===== config.mk =====
export PLATFORM = sky130hd
export DESIGN_NAME = oo_issue_sched
export DESIGN_NICKNAME = d
export VERILOG_FILES = /design/src/rtl/sched_pkg.sv /design/src/rtl/sched_age_rank.sv /design/src/rtl/sched_rr_unit.sv /design/src/rtl/sched_stats.sv /design/src/rtl/oo_issue_sched.sv
export SDC_FILE = /design/constraint.sdc
export NUM_CORES = 1
export LEC_CHECK = 0
export BUFFER_PORTS_ARGS = -buffer_cell sky130_fd_sc_hd__buf_2
export CAP_MARGIN = 10
export CORE_UTILIZATION = 69
export CTS_BUF_LIST = sky130_fd_sc_hd__clkbuf_4 sky130_fd_sc_hd__clkbuf_8
export CTS_CLUSTER_DIAMETER = 30
export DETAILED_ROUTE_END_ITERATION = 10
export GPL_TIMING_DRIVEN = 0
export PLACE_DENSITY_LB_ADDON = 0.25
export RECOVER_POWER = 25
export SLEW_MARGIN = 20
export SYNTH_ARGS = -nofsm -noshare
export SYNTH_HDL_FRONTEND = slang
export SYNTH_SLANG_ARGS = --single-unit

===== constraint.sdc =====
create_clock -name clk -period 13.8 [get_ports clk]
set_input_delay 4.14 -clock clk [delete_from_list [all_inputs] [get_ports clk]]
set_output_delay 4.14 -clock clk [all_outputs]
set_load 0.01 [all_outputs]

===== src/rtl/sched_pkg.sv =====
package sched_pkg;
  typedef enum logic [1:0] {
    ST_WAIT  = 2'd0,
    ST_READY = 2'd1,
    ST_EXEC  = 2'd2
  } ent_state_e;
endpackage


===== src/rtl/sched_age_rank.sv =====
// For every slot, counts requesting slots that are older than it.
// older[i][j] is set when slot j entered the buffer before slot i.
module sched_age_rank #(
  parameter int N  = 8,
  parameter int RW = 4
) (
  input  logic [N-1:0]         req,
  input  logic [N-1:0][N-1:0]  older,
  output logic [N-1:0][RW-1:0] rank
);
  always_comb begin
    for (int i = 0; i < N; i++) begin
      rank[i] = '0;
      for (int j = 0; j < N; j++) begin
        rank[i] = rank[i] + RW'(req[j] & older[i][j]);
      end
    end
  end
endmodule


===== src/rtl/sched_rr_unit.sv =====
// Rotating start point for unit selection inside the group.
module sched_rr_unit #(
  parameter int NU = 2,
  parameter int UW = 1,
  parameter int CW = 2
) (
  input  logic          clk,
  input  logic          rst_n,
  input  logic [CW-1:0] n_iss,
  output logic [UW-1:0] ptr
);
  always_ff @(posedge clk or negedge rst_n) begin
    if (!rst_n) ptr <= '0;
    else        ptr <= UW'((int'(ptr) + int'(n_iss)) % NU);
  end
endmodule


===== src/rtl/sched_stats.sv =====
// Peak occupancy and a saturating issues-per-cycle histogram.
module sched_stats #(
  parameter int NU = 2,
  parameter int OW = 4,
  parameter int HW = 16,
  parameter int CW = 2
) (
  input  logic               clk,
  input  logic               rst_n,
  input  logic [OW-1:0]      occ,
  input  logic [CW-1:0]      n_iss,
  output logic [OW-1:0]      occ_max,
  output logic [NU:0][HW-1:0] hist
);
  logic [HW-1:0] bin [NU+1];

  always_ff @(posedge clk or negedge rst_n) begin
    if (!rst_n)             occ_max <= '0;
    else if (occ > occ_max) occ_max <= occ;
  end

  for (genvar k = 0; k <= NU; k++) begin : g_bin
    always_ff @(posedge clk or negedge rst_n) begin
      if (!rst_n)                                 bin[k] <= '0;
      else if (int'(n_iss) == k && bin[k] != '1)  bin[k] <= bin[k] + HW'(1);
    end
    assign hist[k] = bin[k];
  end
endmodule


===== src/rtl/oo_issue_sched.sv =====
module oo_issue_sched
  import sched_pkg::*;
#(
  parameter int DEPTH     = 8,
  parameter int NUM_UNITS = 2,
  parameter int TAG_W     = 4,
  parameter int LAT_W     = 4,
  parameter int CNT_W     = 8,
  parameter int HIST_W    = 16,
  localparam int OCC_W    = $clog2(DEPTH + 1),
  localparam int UNIT_W   = (NUM_UNITS > 1) ? $clog2(NUM_UNITS) : 1,
  localparam int ISS_W    = $clog2(NUM_UNITS + 1)
) (
  input  logic                              clk,
  input  logic                              rst_n,
  input  logic                              disp_valid,
  output logic                              disp_ready,
  input  logic [TAG_W-1:0]                  disp_tag,
  input  logic [TAG_W-1:0]                  disp_srca_tag,
  input  logic                              disp_srca_rdy,
  input  logic [TAG_W-1:0]                  disp_srcb_tag,
  input  logic                              disp_srcb_rdy,
  input  logic [LAT_W-1:0]                  disp_lat,
  input  logic                              bcast_valid,
  input  logic [TAG_W-1:0]                  bcast_tag,
  output logic [NUM_UNITS-1:0]              iss_valid,
  output logic [NUM_UNITS-1:0][TAG_W-1:0]   iss_tag,
  output logic [NUM_UNITS-1:0][UNIT_W-1:0]  iss_unit,
  output logic                              wb_valid,
  output logic [TAG_W-1:0]                  wb_tag,
  output logic [CNT_W-1:0]                  wb_buf_cyc,
  output logic [CNT_W-1:0]                  wb_rdy_wait,
  output logic                              full,
  output logic [OCC_W-1:0]                  occ,
  output logic [OCC_W-1:0]                  occ_max,
  output logic [NUM_UNITS:0][HIST_W-1:0]    iss_hist
);
  localparam int RANK_W = $clog2(DEPTH + 1);

  logic [DEPTH-1:0]             v;
  ent_state_e                   st     [DEPTH];
  logic [TAG_W-1:0]             e_tag  [DEPTH];
  logic [TAG_W-1:0]             e_sa   [DEPTH];
  logic [TAG_W-1:0]             e_sb   [DEPTH];
  logic [DEPTH-1:0]             e_ra, e_rb;
  logic [LAT_W-1:0]             e_lat  [DEPTH];
  logic [LAT_W-1:0]             e_cnt  [DEPTH];
  logic [CNT_W-1:0]             e_tbuf [DEPTH];
  logic [CNT_W-1:0]             e_trdy [DEPTH];
  logic [DEPTH-1:0][DEPTH-1:0]  older;

  logic [DEPTH-1:0]             rdy_vec, done_vec, iss_vec, wb_vec, alloc_vec;
  logic [DEPTH-1:0][RANK_W-1:0] iss_rank, wb_rank;
  logic [UNIT_W-1:0]            rr_ptr;
  logic [ISS_W-1:0]             n_iss;
  logic                         accept;

  function automatic logic woken(input logic [TAG_W-1:0] t);
    return (bcast_valid && bcast_tag == t) || (wb_valid && wb_tag == t);
  endfunction

  // Capacity, occupancy, free-slot choice
  always_comb begin
    logic found;
    full       = &v;
    disp_ready = ~full;
    accept     = disp_valid && !full;
    occ        = '0;
    alloc_vec  = '0;
    found      = 1'b0;
    for (int i = 0; i < DEPTH; i++) begin
      occ = occ + OCC_W'(v[i]);
      if (!v[i] && !found) begin
        alloc_vec[i] = 1'b1;
        found        = 1'b1;
      end
    end
  end

  always_comb begin
    for (int i = 0; i < DEPTH; i++) begin
      rdy_vec[i]  = v[i] && st[i] == ST_READY;
      done_vec[i] = v[i] && st[i] == ST_EXEC && e_cnt[i] == '0;
    end
  end

  sched_age_rank #(.N(DEPTH), .RW(RANK_W)) u_iss_rank (
    .req(rdy_vec), .older(older), .rank(iss_rank)
  );
  sched_age_rank #(.N(DEPTH), .RW(RANK_W)) u_wb_rank (
    .req(done_vec), .older(older), .rank(wb_rank)
  );

  always_comb begin
    for (int i = 0; i < DEPTH; i++) begin
      iss_vec[i] = rdy_vec[i] && int'(iss_rank[i]) < NUM_UNITS;
      wb_vec[i]  = done_vec[i] && wb_rank[i] == '0;
    end
  end

  // Issue lanes: lane r takes the entry with r older issuing entries
  always_comb begin
    iss_valid = '0;
    iss_tag   = '0;
    iss_unit  = '0;
    n_iss     = '0;
    for (int r = 0; r < NUM_UNITS; r++) begin
      for (int i = 0; i < DEPTH; i++) begin
        if (iss_vec[i] && int'(iss_rank[i]) == r) begin
          iss_valid[r] = 1'b1;
          iss_tag[r]   = e_tag[i];
          iss_unit[r]  = UNIT_W'((int'(rr_ptr) + r) % NUM_UNITS);
          n_iss        = n_iss + ISS_W'(1);
        end
      end
    end
  end

  always_comb begin
    wb_valid    = |wb_vec;
    wb_tag      = '0;
    wb_buf_cyc  = '0;
    wb_rdy_wait = '0;
    for (int i = 0; i < DEPTH; i++) begin
      if (wb_vec[i]) begin
        wb_tag      = e_tag[i];
        wb_buf_cyc  = e_tbuf[i];
        wb_rdy_wait = e_trdy[i];
      end
    end
  end

  // Entry state
  always_ff @(posedge clk or negedge rst_n) begin
    if (!rst_n) begin
      v     <= '0;
      older <= '0;
      e_ra  <= '0;
      e_rb  <= '0;
      for (int i = 0; i < DEPTH; i++) begin
        st[i]     <= ST_WAIT;
        e_tag[i]  <= '0;
        e_sa[i]   <= '0;
        e_sb[i]   <= '0;
        e_lat[i]  <= '0;
        e_cnt[i]  <= '0;
        e_tbuf[i] <= '0;
        e_trdy[i] <= '0;
      end
    end else begin
      for (int i = 0; i < DEPTH; i++) begin
        if (accept && alloc_vec[i]) begin
          v[i]      <= 1'b1;
          e_tag[i]  <= disp_tag;
          e_sa[i]   <= disp_srca_tag;
          e_sb[i]   <= disp_srcb_tag;
          e_ra[i]   <= disp_srca_rdy || woken(disp_srca_tag);
          e_rb[i]   <= disp_srcb_rdy || woken(disp_srcb_tag);
          st[i]     <= ((disp_srca_rdy || woken(disp_srca_tag)) &&
                        (disp_srcb_rdy || woken(disp_srcb_tag))) ? ST_READY : ST_WAIT;
          e_lat[i]  <= disp_lat;
          e_cnt[i]  <= '0;
          e_tbuf[i] <= CNT_W'(1);
          e_trdy[i] <= '0;
          for (int j = 0; j < DEPTH; j++) begin
            older[j][i] <= 1'b0;
            older[i][j] <= v[j];
          end
        end else if (v[i]) begin
          if (e_tbuf[i] != '1) e_tbuf[i] <= e_tbuf[i] + CNT_W'(1);
          case (st[i])
            ST_WAIT: begin
              e_ra[i] <= e_ra[i] || woken(e_sa[i]);
              e_rb[i] <= e_rb[i] || woken(e_sb[i]);
              if ((e_ra[i] || woken(e_sa[i])) && (e_rb[i] || woken(e_sb[i])))
                st[i] <= ST_READY;
            end
            ST_READY: begin
              if (iss_vec[i]) begin
                st[i]    <= ST_EXEC;
                e_cnt[i] <= (e_lat[i] == '0) ? '0 : e_lat[i] - LAT_W'(1);
              end else if (e_trdy[i] != '1) begin
                e_trdy[i] <= e_trdy[i] + CNT_W'(1);
              end
            end
            default: begin
              if (e_cnt[i] != '0) e_cnt[i] <= e_cnt[i] - LAT_W'(1);
              if (wb_vec[i])      v[i]     <= 1'b0;
            end
          endcase
        end
      end
    end
  end

  sched_rr_unit #(.NU(NUM_UNITS), .UW(UNIT_W), .CW(ISS_W)) u_rr (
    .clk(clk), .rst_n(rst_n), .n_iss(n_iss), .ptr(rr_ptr)
  );

  sched_stats #(.NU(NUM_UNITS), .OW(OCC_W), .HW(HIST_W), .CW(ISS_W)) u_stats (
    .clk(clk), .rst_n(rst_n), .occ(occ), .n_iss(n_iss),
    .occ_max(occ_max), .hist(iss_hist)
  );
endmodule


# After elaboration in Yosys (flattened, before gate mapping)
# Index checks and enable logic that the tools add are counted.
dict set report word_totals {
  ff_bits 445
  latchBits 0
  mem_bits_rw 0
  rom_bits 0
  inputBits 26
  out_inout_bits 91
  word_cells 1302
  memories 0
}
dict set report classes {
  addsub 171
  multipliers 0
  n_div 0
  n_lt_le_gt_ge 9
  eq_ne 113
  shift 0
  muxes 377
  bitwise 129
  reduce_logical 353
}
# cell n
set op_table {}
lappend op_table {{8-bit 2-to-1 mux} 87}
lappend op_table {{4-bit adder} 112}
lappend op_table {{4-bit 2-to-1 mux} 64}
lappend op_table {{1-bit 2-to-1 mux} 162}
lappend op_table {{4-bit == test} 36}
lappend op_table {{2-bit nonzero test} 68}
lappend op_table {{8-bit by 1-bit adder with 8-bit output, second input constant} 16}
lappend op_table {{1-bit bitwise AND} 128}
lappend op_table {{4-bit logical NOT} 32}
lappend op_table {{8-bit inequality test, second input constant} 16}
lappend op_table {{1-bit logical AND} 120}
lappend op_table {{4-bit AND reduction} 24}
lappend op_table {{2-bit 2-to-1 mux} 47}
lappend op_table {{4-bit one-hot mux with 2 select lines} 8}
lappend op_table {{4-bit by 1-bit subtractor with 4-bit output, second input constant} 16}
lappend op_table {{16-bit by 1-bit adder with 16-bit output, second input constant} 3}
lappend op_table {{16-bit inequality test, second input constant} 3}
lappend op_table {{3-bit nonzero test} 16}
lappend op_table {{1-bit logical OR} 36}
lappend op_table {{4-bit by 2-bit == test with 1-bit output, second input constant} 8}
lappend op_table {{4-bit by 2-bit less-than comparator with 1-bit output, second input constant} 8}
lappend op_table {{2-bit one-hot mux with 2 select lines} 8}
lappend op_table {{2-bit AND reduction} 16}
lappend op_table {{4-bit nonzero test} 8}
lappend op_table {{other kinds (21)} 110}

# Logic depth before layout (Yosys ltp)
dict set report depth {
  ltp_word 46
  mapped_depth 30
  ltp_nobuf 26
}

# Hierarchy
# Synthesis repeated with hierarchy kept, for this count alone.
dict set report hier_totals {
  cells_unflattened 3386
  hier_area_um2 29374.4
}
# module n_inst cells_each area_per_inst_um2 seq_area_each_um2
set modules_own_cells {}
lappend modules_own_cells {oo_issue_sched 1 2733 23437.5 9809.4}
lappend modules_own_cells {sched_stats 1 253 2640.0 1301.2}
lappend modules_own_cells {{sched_age_rank at u_wb_rank} 1 199 1637.8 0.0}
lappend modules_own_cells {{sched_age_rank at u_iss_rank} 1 199 1625.3 0.0}
lappend modules_own_cells {sched_rr_unit 1 2 33.8 25.0}

# Worst setup path before layout
# No wires, ideal clock.
dict set report synth_timing {
  path_type {register to output}
  from {register e_cnt[8] in the netlist's numbering}
  to {output wb_rdy_wait[5]}
  arrival_ns 6.089
  t_required_ns 9.660
  slack_ns 3.571
  stages_incl_launch_ff 27
  path_buffers 2
  path_cell_list {dfrtp_1 -> inv_1 -> ha_1 -> or3b_1 -> nor3_1 -> and2_1 -> fa_1 -> inv_1 -> fa_1 -> fa_1 -> inv_1 -> ha_1 -> fa_1 -> or2_2 -> o21ai_0 -> and3_1 -> clkbuf_1 -> and2_0 -> clkbuf_1 -> a221oi_1 -> nor3_1 -> a21oi_1 -> a211oi_1 -> a21oi_1 -> nor2_1 -> a21oi_1 -> o21ai_0}
}
dict set report synth_via {
  elab_chain_len 16
  word_cells_on_any_way 58
  cone_classes {24 x add/sub; 8 x mux; 8 x bitwise; 18 x reduce/logical}
}
# item line_no
set synth_rtl {}
lappend synth_rtl {{from (decl)} oo_issue_sched.sv:47} ;# logic [LAT_W-1:0] e_cnt [DEPTH];
lappend synth_rtl {{from (signal, indexed assignment)} oo_issue_sched.sv:181} ;# e_cnt[i] <= (e_lat[i] == '0) ? '0 : e_lat[i] - LAT_W'(1);
lappend synth_rtl {{4-bit logical NOT *} oo_issue_sched.sv:83} ;# done_vec[i] = v[i] && st[i] == ST_EXEC && e_cnt[i] == '0;
lappend synth_rtl {{1-bit logical AND *} oo_issue_sched.sv:83}
lappend synth_rtl {{1-bit bitwise AND} sched_age_rank.sv:15} ;# rank[i] = rank[i] + RW'(req[j] & older[i][j]);
lappend synth_rtl {{4-bit adder (3 in series)} sched_age_rank.sv:15}
lappend synth_rtl {{4-bit logical NOT} oo_issue_sched.sv:97} ;# wb_vec[i] = done_vec[i] && wb_rank[i] == '0;
lappend synth_rtl {{1-bit logical AND} oo_issue_sched.sv:97}
lappend synth_rtl {{8-bit 2-to-1 mux (7 in series)} oo_issue_sched.sv:125} ;# if (wb_vec[i]) begin
lappend synth_rtl {{8-bit 2-to-1 mux *} oo_issue_sched.sv:125}
lappend synth_rtl {{to (decl)} oo_issue_sched.sv:32} ;# output logic [CNT_W-1:0] wb_rdy_wait,
# Every way passes the cells marked *; elsewhere a longest branch is shown, timed or not.

# Worst setup path after layout
dict set report layout_timing {
  from {register e_cnt[12] in the netlist's numbering}
  to {output wb_buf_cyc[0]}
}
dict set report layout_via {
  elab_chain_len 17
  word_cells_on_any_way 66
  cone_classes {32 x add/sub; 8 x mux; 8 x bitwise; 18 x reduce/logical}
}
# item line_no
set layout_rtl {}
lappend layout_rtl {{4-bit logical NOT *} oo_issue_sched.sv:83}
lappend layout_rtl {{1-bit logical AND *} oo_issue_sched.sv:83}
lappend layout_rtl {{1-bit bitwise AND} sched_age_rank.sv:15}
lappend layout_rtl {{4-bit adder (4 in series)} sched_age_rank.sv:15}
lappend layout_rtl {{4-bit logical NOT} oo_issue_sched.sv:97}
lappend layout_rtl {{1-bit logical AND} oo_issue_sched.sv:97}
lappend layout_rtl {{8-bit 2-to-1 mux (7 in series)} oo_issue_sched.sv:125}
lappend layout_rtl {{8-bit 2-to-1 mux *} oo_issue_sched.sv:125}
lappend layout_rtl {{to (decl)} oo_issue_sched.sv:31} ;# output logic [CNT_W-1:0] wb_buf_cyc,
# Marks and branches as above.

==> run metrics <==
outcome finished with violations; failing checks capacitance limit, slew limit; First-pass DRT Iterations 8; Setup-failing EPs final 0; clock skew 35.0 ps; Final Slew Violations just under 300; Int Power approximately 4.3 mW; worst-skew pair later-pin latency approximately 740 ps; PD cells ~240 nW/um2; Gate power share 0.468; wire per inst ~23 um; DRT Wirelength ~95 mm; DR vias/cell 6.44; R2R cell count 29; WP data required slightly below 10000 ps; relative slew slack -1.70; Mapped Nets roughly 3600; hold path start u_stats.hist[26]; max_cap viols 4; Post-synth EDFFs 0; layout cells sized above 1 0.100; row cnt 74; worst r2r dst u_stats.hist[15]; sequential share of the synthesized area 0.390; Multi-input gate area approximately 16000 um2; most common cell after layout, fill and taps aside nand2_1; first-pass GRT wire length around 140 mm; Yosys Warn Count 0; Synth Register Bits 445; Synth Flop Type dfrtp_1; Hold Fails Final Rpt 0; min-delay worst type flop to flop; slowest cell delay on critical path 590 ps; ANT nets after route 0; hold buffer count at CTS 0; Clock Path Buffers 3; Root Buffer clkbuf_8; Clk network pwr share 0.236; Final period util 0.966; Final min period about 13000 ps; fillers around 2800; Post-Synthesis Cell Area approximately 29000 um2; Synth Instances roughly 3400; CP startpoint kind flop; GRT overflow 0; worst hold path stage count 1; Crit Path Max Fanout 10; Starting Density 0.700; Vias approximately 27000; Post-CTS Setup Inserts 0; asr flop ratio synth 1.00; port bufs 95; Die ar. between 40000 and 50000 um2; Worst Setup Path Type flop to output pin; initial DRC count between 3000 and 4000; most frequent cells in the layout nand2_1 (673), dfrtp_1 (445), nor2_1 (344), xor2_1 (193), o21ai_0 (171); CP arrival around 9200 ps; Storage cell area between 10000 and 15000 um2; FMAX 75.0 MHz; post-synth cell types 87; TritonCTS Buffers approximately 100; Tightest Pin Transition about 4100 ps; crit path capture type output pin; Die Y slightly above 200 um; post-route design area around 32000 um2; leakage power 15.5 nW; routability cong. 1.04; RSZ-0062 raised after global routing no; H-tree levels 3; Switching Share 0.454; Switch Pwr 3.59 mW; CTS tree yes; Reg-to-Reg Start v[3]; antenna violations before repair 3; detailed placement HPWL 68.5 mm; largest net degree at the start of global routing 96; number of global-route vias before repair 26100; CTS sink cnt roughly 450; clk slew on worst S/H paths 60 ps; flop-to-flop setup slack just over 4000 ps; final hold slack between 400 and 500 ps; Placeable Area just over 40000 um2; VDD IR-drop max 0.238 mV; Hold Path End u_stats.hist[26]; area grow syn2layout 13.6%; drc violations 0; Area after DPL 29900 um2; number of nets in the layout around 3800; Chip Width a little over 200 um; # IOs approximately 120; syn_area_per_cell approximately 8.5 um2; most used cell along the critical path fa_1; GRT Overall Usage 0.455; slowest stage cell on the critical path nor3_1; Seq pwr share 0.295
-- power by group through the flow --
stage | logic [mW] | clock network, mW | registers, mW
2_1_floorplan | 2.46 | 0 | 2.18
3_3_place_gp | 3.36 | 0 | 2.28
3_5_place_dp | 3.55 | 0 | 2.31
4_1_cts | 3.59 | 1.88 | 2.30
5_1_grt | 4.01 | 1.94 | 2.38
6_report | 3.71 | 1.87 | 2.34
-- flip-flops by register name, summed over array words and instances, names as in the netlist, 8 cells and up --
signal	count
e_cnt	32
e_trdy	64
e_sa	32
u_stats.hist	48
e_ra	8
v	8
st	16
e_tbuf	64
e_tag	32
older	64
e_lat	32
e_sb	32
e_rb	8
-- through the flow --
stage	setup slack [ps]	instances	setup TNS [ps]	power (mW)	utilization
floorplan	3570	3380	0	4.64	-
global placement	-175	4007	-53580	5.65	0.728
detailed placement	1370	4016	0	5.86	0.733
CTS	537	4208	0	7.77	0.796
global route	207	4209	0	8.34	0.794
finish	472	4212	0	7.92	0.795
-- timing repair --
action                                  4_1_cts  5_1_grt
endpoints found under the hold margin         0        0
endpoints found under the setup margin        0        3
resized for setup                             0        3
-- layout make-up --
class	count	area share
Antenna cell	4	0.000309
Buffer	176	0.0227
Clock buffer	127	0.0516
Clock inverter	65	0.0274
Inverter	157	0.0182
Multi-Input combinational cell	2602	0.498
Sequential cell	445	0.343
Tap cell	532	0.0205
Timing Repair Buffer	104	0.0178
-- cell usage after synthesis, types with 11 or more instances --
library cell | number | share of area
nor4_1 | 11 | 0.0024
nand2b_1 | 26 | 0.0057
nand3_1 | 109 | 0.019
a22oi_1 | 13 | 0.0034
o22ai_1 | 12 | 0.0026
inv_1 | 154 | 0.020
xor2_1 | 193 | 0.059
and2_1 | 71 | 0.016
nor3_1 | 105 | 0.018
fa_1 | 68 | 0.048
o211ai_1 | 15 | 0.0039
xnor2_1 | 112 | 0.034
mux2i_1 | 24 | 0.0084
or3_1 | 20 | 0.0044
buf_1 | 32 | 0.0042
ha_1 | 104 | 0.046
a211oi_1 | 30 | 0.0079
nand4_1 | 48 | 0.011
a31oi_1 | 25 | 0.0055
nand2_1 | 673 | 0.088
o21ai_0 | 171 | 0.030
and3_1 | 64 | 0.014
nor3b_1 | 17 | 0.0045
dfrtp_1 | 445 | 0.39
a221oi_1 | 15 | 0.0046
clkbuf_1 | 119 | 0.016
nor2_1 | 344 | 0.045
nor2b_1 | 21 | 0.0046
a21oi_1 | 157 | 0.028
-- how the worst max path moves through the flow --
stage,startpoint,endpoint,cells past startpoint,slack [ps]
final,e_cnt[12],wb_buf_cyc[0],28,470
after global routing,v[0],wb_rdy_wait[5],27,210
after CTS,e_cnt[12],wb_buf_cyc[0],28,540
after detailed placement,e_cnt[12],wb_buf_cyc[0],28,1370
after global placement,rst_n,e_tbuf[6],1,-180
after floorplan,e_cnt[8],wb_rdy_wait[5],26,3570
-- logic make-up (layout without fill, tap and decap cells) --
kind of cell             count (synthesis)  in the layout  share of synthesized area
AND/OR/NAND/NOR                       1565           1565                      0.250
AO/OA/AOI/OAI                          521            521                      0.111
flip-flops                             445            445                      0.390
buffers and inverters                  333            629                     0.0464
XOR/XNOR                               309            309                     0.0960
adder cells (fa/ha/maj)                173            173                     0.0936
multiplexers                            34             34                     0.0125
other                                    0              4                          0
-- per-layer routing --
layer,share of wire,GRT usage
met1,0.36,0.557
met2,0.43,0.682
met3,0.13,0.156
met4,0.071,0.297
met5,0.0011,0.0190
-- critical path: cells and delay by family (launching register included) --
family,cells,cell delay [ps]
flops,1,390
fa+ha+maj,6,2190
compound gates,7,1500
simple gates,8,2650
buf+inv,7,1760
(Power assumes the default switching activity.)
